==> src/rtl/log_cross_search.sv <==
module log_cross_search #(
  parameter int D        = 8,
  parameter int SADW     = 32,
  parameter int ITER_MAX = 4 * D,
  localparam int VW      = $clog2(D + 1) + 2
) (
  input  logic                   clk,
  input  logic                   rst_n,
  input  logic                   start,
  output logic                   cost_req,
  output logic signed [VW-1:0]   cost_u,
  output logic signed [VW-1:0]   cost_v,
  input  logic                   cost_ack,
  input  logic [SADW-1:0]        cost_sad,
  output logic                   busy,
  output logic                   done,
  output logic                   aborted,
  output logic signed [VW-1:0]   mv_u,
  output logic signed [VW-1:0]   mv_v,
  output logic [SADW-1:0]        min_sad
);

  localparam int IW = $clog2(ITER_MAX + 1);
  localparam logic signed [VW-1:0] DL    = VW'(D);
  localparam logic signed [VW-1:0] STEP0 = VW'(D / 4);
  localparam logic signed [VW-1:0] ONE   = VW'(1);

  typedef enum logic [1:0] {S_IDLE, S_CHK, S_REQ, S_END} st_t;

  st_t                  st;
  logic signed [VW-1:0] cu, cv, bu, bv, step, nu, nv;
  logic [2:0]           k;
  logic [IW-1:0]        iter, iter_n;
  logic [SADW-1:0]      best;
  logic                 done_q, abort_q;
  logic                 in_win, moved, edge_hit, shrink;

  always_comb begin
    nu = cu;
    nv = cv;
    case (k)
      3'd1:    nu = cu + step;
      3'd2:    nu = cu - step;
      3'd3:    nv = cv + step;
      3'd4:    nv = cv - step;
      default: ;
    endcase
  end

  assign in_win   = (nu >= -DL) && (nu <= DL) && (nv >= -DL) && (nv <= DL);
  assign moved    = (bu != cu) || (bv != cv);
  assign edge_hit = (bu == DL) || (bu == -DL) || (bv == DL) || (bv == -DL);
  assign shrink   = !moved || edge_hit;
  assign iter_n   = iter + 1'b1;

  assign cost_req = (st == S_REQ);
  assign cost_u   = nu;
  assign cost_v   = nv;
  assign busy     = (st != S_IDLE);
  assign done     = done_q;
  assign aborted  = abort_q;
  assign mv_u     = bu;
  assign mv_v     = bv;
  assign min_sad  = best;

  always_ff @(posedge clk or negedge rst_n) begin
    if (!rst_n) begin
      st      <= S_IDLE;
      cu      <= '0;
      cv      <= '0;
      bu      <= '0;
      bv      <= '0;
      step    <= '0;
      k       <= '0;
      iter    <= '0;
      best    <= '0;
      done_q  <= 1'b0;
      abort_q <= 1'b0;
    end else begin
      done_q <= 1'b0;
      case (st)
        S_IDLE: if (start) begin
          cu      <= '0;
          cv      <= '0;
          bu      <= '0;
          bv      <= '0;
          step    <= STEP0;
          k       <= '0;
          iter    <= '0;
          abort_q <= 1'b0;
          st      <= S_REQ;
        end
        S_CHK: begin
          if (in_win)        st <= S_REQ;
          else if (k == 3'd4) st <= S_END;
          else               k  <= k + 3'd1;
        end
        S_REQ: if (cost_ack) begin
          if (k == 3'd0 || cost_sad < best) begin
            best <= cost_sad;
            bu   <= nu;
            bv   <= nv;
          end
          if (k == 3'd4) st <= S_END;
          else begin
            k  <= k + 3'd1;
            st <= S_CHK;
          end
        end
        S_END: begin
          if (shrink && step == ONE) begin
            done_q <= 1'b1;
            st     <= S_IDLE;
          end else if (iter_n == IW'(ITER_MAX)) begin
            done_q  <= 1'b1;
            abort_q <= 1'b1;
            st      <= S_IDLE;
          end else begin
            if (shrink) step <= step >>> 1;
            cu   <= bu;
            cv   <= bv;
            k    <= 3'd1;
            iter <= iter_n;
            st   <= S_CHK;
          end
        end
        default: st <= S_IDLE;
      endcase
    end
  end

  AST_IDLE_START_CENTRE: assert property (@(posedge clk) disable iff (!rst_n)
    (start && !busy) |=> (cost_req && cost_u == '0 && cost_v == '0));

  AST_REQ_IN_WINDOW: assert property (@(posedge clk) disable iff (!rst_n)
    cost_req |-> (cost_u >= -DL && cost_u <= DL && cost_v >= -DL && cost_v <= DL));

  AST_REQ_HOLD: assert property (@(posedge clk) disable iff (!rst_n)
    (cost_req && !cost_ack) |=> (cost_req && $stable(cost_u) && $stable(cost_v)));

  AST_REQ_DROP: assert property (@(posedge clk) disable iff (!rst_n)
    (cost_req && cost_ack) |=> !cost_req);

  AST_STEP_NONINC: assert property (@(posedge clk) disable iff (!rst_n)
    (busy && $past(busy)) |-> (step <= $past(step) && step >= ONE));

  AST_DONE_PULSE: assert property (@(posedge clk) disable iff (!rst_n)
    done |=> !done);

  AST_DONE_IDLE: assert property (@(posedge clk) disable iff (!rst_n)
    done |-> !busy);

  AST_RESULT_HOLD: assert property (@(posedge clk) disable iff (!rst_n)
    (!busy && $past(!busy) && !$past(start)) |-> ($stable(mv_u) && $stable(mv_v) && $stable(min_sad)));

  AST_ITER_BOUND: assert property (@(posedge clk) disable iff (!rst_n)
    iter < IW'(ITER_MAX));

endmodule

==> config.mk <==
export PLATFORM = sky130hd
export DESIGN_NAME = log_cross_search
export DESIGN_NICKNAME = d
export VERILOG_FILES = /design/src/rtl/log_cross_search.sv
export SDC_FILE = /design/constraint.sdc
export NUM_CORES = 1
export LEC_CHECK = 0
export ABC_AREA = 1
export ABC_CLOCK_PERIOD_IN_PS = 6200
export BUFFER_PORTS_ARGS = -buffer_cell sky130_fd_sc_hd__buf_4
export CAP_MARGIN = 20
export CORE_MARGIN = 3
export CORE_UTILIZATION = 25
export DETAILED_ROUTE_END_ITERATION = 16
export SETUP_SLACK_MARGIN = 0.15
export SLEW_MARGIN = 20
export SYNTH_ARGS = -nofsm -noshare
export SYNTH_HDL_FRONTEND = slang
export SYNTH_SLANG_ARGS = --single-unit
==> constraint.sdc <==
create_clock -name clk -period 6.2 [get_ports clk]
set_input_delay 0.93 -clock clk [delete_from_list [all_inputs] [get_ports clk]]
set_output_delay 0.93 -clock clk [all_outputs]
set_load 0.005 [all_outputs]
==> impl_metrics.csv <==
group,metric,value,unit
drt,route.vias.total,4494,
synth,yosysSeqAreaShare,0.3594,
final_layout,fillers,2107,
clocking,root_buffer,"clkbuf_16",
critical_path,cpMostUsedCell,"nand2_1",
clocking,path_clk_slew,0.06,ns
sta,finalCriticalPeriod,3.819,ns
synth,postSynthCellCount,679,
drt,vias_per_cell,4.317,
synth,synthTopCellsByArea,"dfrtp_1 36%, nand2_1 14%, ha_1 13%",
clocking,cts_tree,"done",
critical_path,crit_type,"reg2out",
critical_path,rr_worst_depth,19,
critical_path,cp_cell_sequence,"inv_1 > ha_1 > nand2_1 > o21ai_0 > inv_1 > ha_1 > nand2_1 > nor3_1 > o21ai_0 > nand3_1 > nand2_1 > nand2_1 > inv_1 > buf_4",
place,gp_congestion,0.8364,
critical_path,path_buf_inv,4,
power_and_ir_drop,p_seq_frac,0.237,
power_and_ir_drop,power_leakage,3.327,nW
sta,final-hold-violation-count,0,
final_layout,seq_area,0.001852,mm^2
sta,finalMaxSlewViolations,0,
critical_path,timing.rr.start,"k[0]",
grt,grt_max_degree,65,
critical_path,crit_path_top_delay_cell,"dfrtp_1",
run,cap_violations,0,
drt,first_pass_iters,4,
critical_path,crit_family,"simple AND/OR/NAND/NOR gates",
synth,yosys-top-cells-count,"195 x nand2_1, 97 x inv_1, 74 x dfrtp_1",
critical_path,worstSetupEndpointType,"primary output",
clocking,cts_hold_buf,0,
floorplanning,initial_core_util,0.2596,
final_layout,area_growth,25.25,%
floorplanning,io_pins,96,
power_and_ir_drop,p_per_area,523.6,mW/mm^2
synth,async_flop_share,1.000,
drt,route.detailed.drc,0,
power_and_ir_drop,p_int,0.001846,W
outcome,status,"completed",
place,dp_hpwl,10130,um
drt,wl,13050,um
critical_path,crit_fanout,12,
grt,grt_overflow,0,
final_layout,layout.nets,862,
critical_path,required,5.27,ns
clocking,clk_latency,0.34,ns
grt,first_global_vias,4320,
power_and_ir_drop,switching_share,0.4538,
clocking,clock_path_buffers,2,
sta,slew_headroom,0.5048,
drt,dr.first_iter.drc_count,203,
place,io_buffers,95,
final_layout,multiInputGateArea,0.002819,mm^2
place,dp_cells,1025,
drt,routedWlPerCell,12.54,um
synth,ys_ff_latch,74,
critical_path,startpoint_type,"flip-flop",
sta,rsz0062_at_grt,"no",
sta,finalClockSkew,0.006679,ns
final_layout,layout-drive-gt1-share,0.1830,
clocking,clkSinkCount,74,
power_and_ir_drop,share_comb_of_total_power,0.584,
worst_hold_path,hp-class,"in2async",
synth,synth_warnings,0,
grt,gr-usage-all-layers,0.1213,
floorplanning,die_h,149.6,um
power_and_ir_drop,p_switching,0.001534,W
sta,fin_tns_setup,0,ns
sta,setup_viol,0,
synth,syn_avg_cell_area,7.588,um^2
critical_path,cp_slowest_stage_delay,0.41,ns
synth,synthDistinctLibCells,39,
synth,synthFlopType,"dfrtp_1",
sta,tightest_slew,0.7428,ns
final_layout,num_antenna_cells,0,
critical_path,cp.depth,14,
critical_path,cp.arrival,2.89,ns
grt,grt_pass1_wl,21620,um
synth,synth_most_common_cell,"nand2_1",
clocking,postCtsSetupRepairBufs,0,
floorplanning,die_w,149.6,um
sta,period_share,0.6159,
floorplanning,num_rows,51,
floorplanning,core-area,0.01985,mm^2
sta,max_freq,261.9,MHz
sta,fin_ws,2.381,ns
final_layout,fin_cells,1041,
floorplanning,dieArea,0.02237,mm^2
place,place_ws,2.708,ns
synth,synth_fp_nets,770,
critical_path,startpoint,"k[0]",
grt,grt_antenna_before_repair,0,
synth,synth-edff-count,0,
synth,netlist.area_leader.share,0.3594,
clocking,h-tree-depth,3,
power_and_ir_drop,clockPowerShare,0.179,
synth,netlist_area,0.005152,mm^2
synth,synth_top_area_cell,"dfrtp_1",
power_and_ir_drop,ir_drop,0.0001692,V
sta,fin_hold_ws,0.4665,ns
clocking,ctsResizeCount,0,
clocking,cts_inserted_buffers,9,
final_layout,final_util,0.3252,
drt,antenna_left,0,
cells by family after synthesis:
logic type               Yosys count  synth area share
AO/OA/AOI/OAI                    117            0.1355
XOR/XNOR                          18           0.03060
adder cells (fa/ha/maj)           55            0.1365
buffers and inverters            117           0.09349
flip-flops                        74            0.3594
AND/OR/NAND/NOR                  298            0.2445
layout make-up:
class                      instances  share of cell area
sequential                        74              0.2869
multi-input combinational        488              0.4368
inverter                         101             0.05913
timing repair buffer              97              0.1128
clock inverter                     7             0.01803
tap                              265             0.05138
clock buffer                       9             0.03490
power by group through the flow:
stage          logic [W]  clock network (W)  registers (W)
3_5_place_dp     0.00199                  0       0.000807
2_1_floorplan    0.00134                  0       0.000786
3_3_place_gp     0.00198                  0       0.000806
6_report         0.00197           0.000605       0.000800
5_1_grt          0.00227           0.000650       0.000826
4_1_cts          0.00200           0.000623       0.000803
sequential cells by signal, indices dropped and copies added (netlist names):
signal / flops
cu: 6
aborted: 1
mv_v: 6
step: 5
done: 1
st: 2
k: 3
iter: 6
mv_u: 6
min_sad: 32
cv: 6
metrics by stage:
stage	total power (W)	area, um^2
after global routing	0.003745	6454
after global placement	0.002782	6112
after detailed placement	0.002802	6112
after floorplan	0.002130	5152
final	0.003379	6454
after CTS	0.003428	6454
layout by cell type, fill, tap and decap left out, types with 3 or more instances in the layout:
| cell type | count |
|---|---|
| nor2_1 | 31 |
| nor3_1 | 4 |
| dfrtp_1 | 74 |
| xnor2_1 | 8 |
| xor2_1 | 10 |
| inv_2 | 3 |
| clkbuf_16 | 9 |
| buf_4 | 97 |
| o21ai_1 | 42 |
| nand2_2 | 8 |
| a22o_1 | 3 |
| nand2_1 | 195 |
| nand3_1 | 42 |
| bufinv_16 | 3 |
| a21oi_1 | 29 |
| ha_1 | 53 |
| o21ai_2 | 5 |
| nand4_1 | 8 |
| o22ai_2 | 7 |
| inv_1 | 97 |
| o21ai_0 | 22 |
final timing paths:
kind	endpoint	slack [ns]
worst min-delay path	mv_u[0]	0.47
worst min register to register	iter[5]	0.51
min in group clk	iter[5]	0.51
max in group asynchronous	min_sad[30]	4.69
worst max register to register	st[0]	3.12
worst max-delay path	cost_v[5]	2.38
per-layer routing:
| metal | GRT usage | vias to the layer above | part of all wire |
|---|---|---|---|
| li1 | - | 2380 | - |
| met1 | 0.1568 | 2026 | 0.46 |
| met2 | 0.1998 | 76 | 0.48 |
| met3 | 0.02938 | 12 | 0.052 |
| met4 | 0.03982 | 0 | 0.013 |
| met5 | 0 | - | 0 |
(Power assumes the default switching activity.)
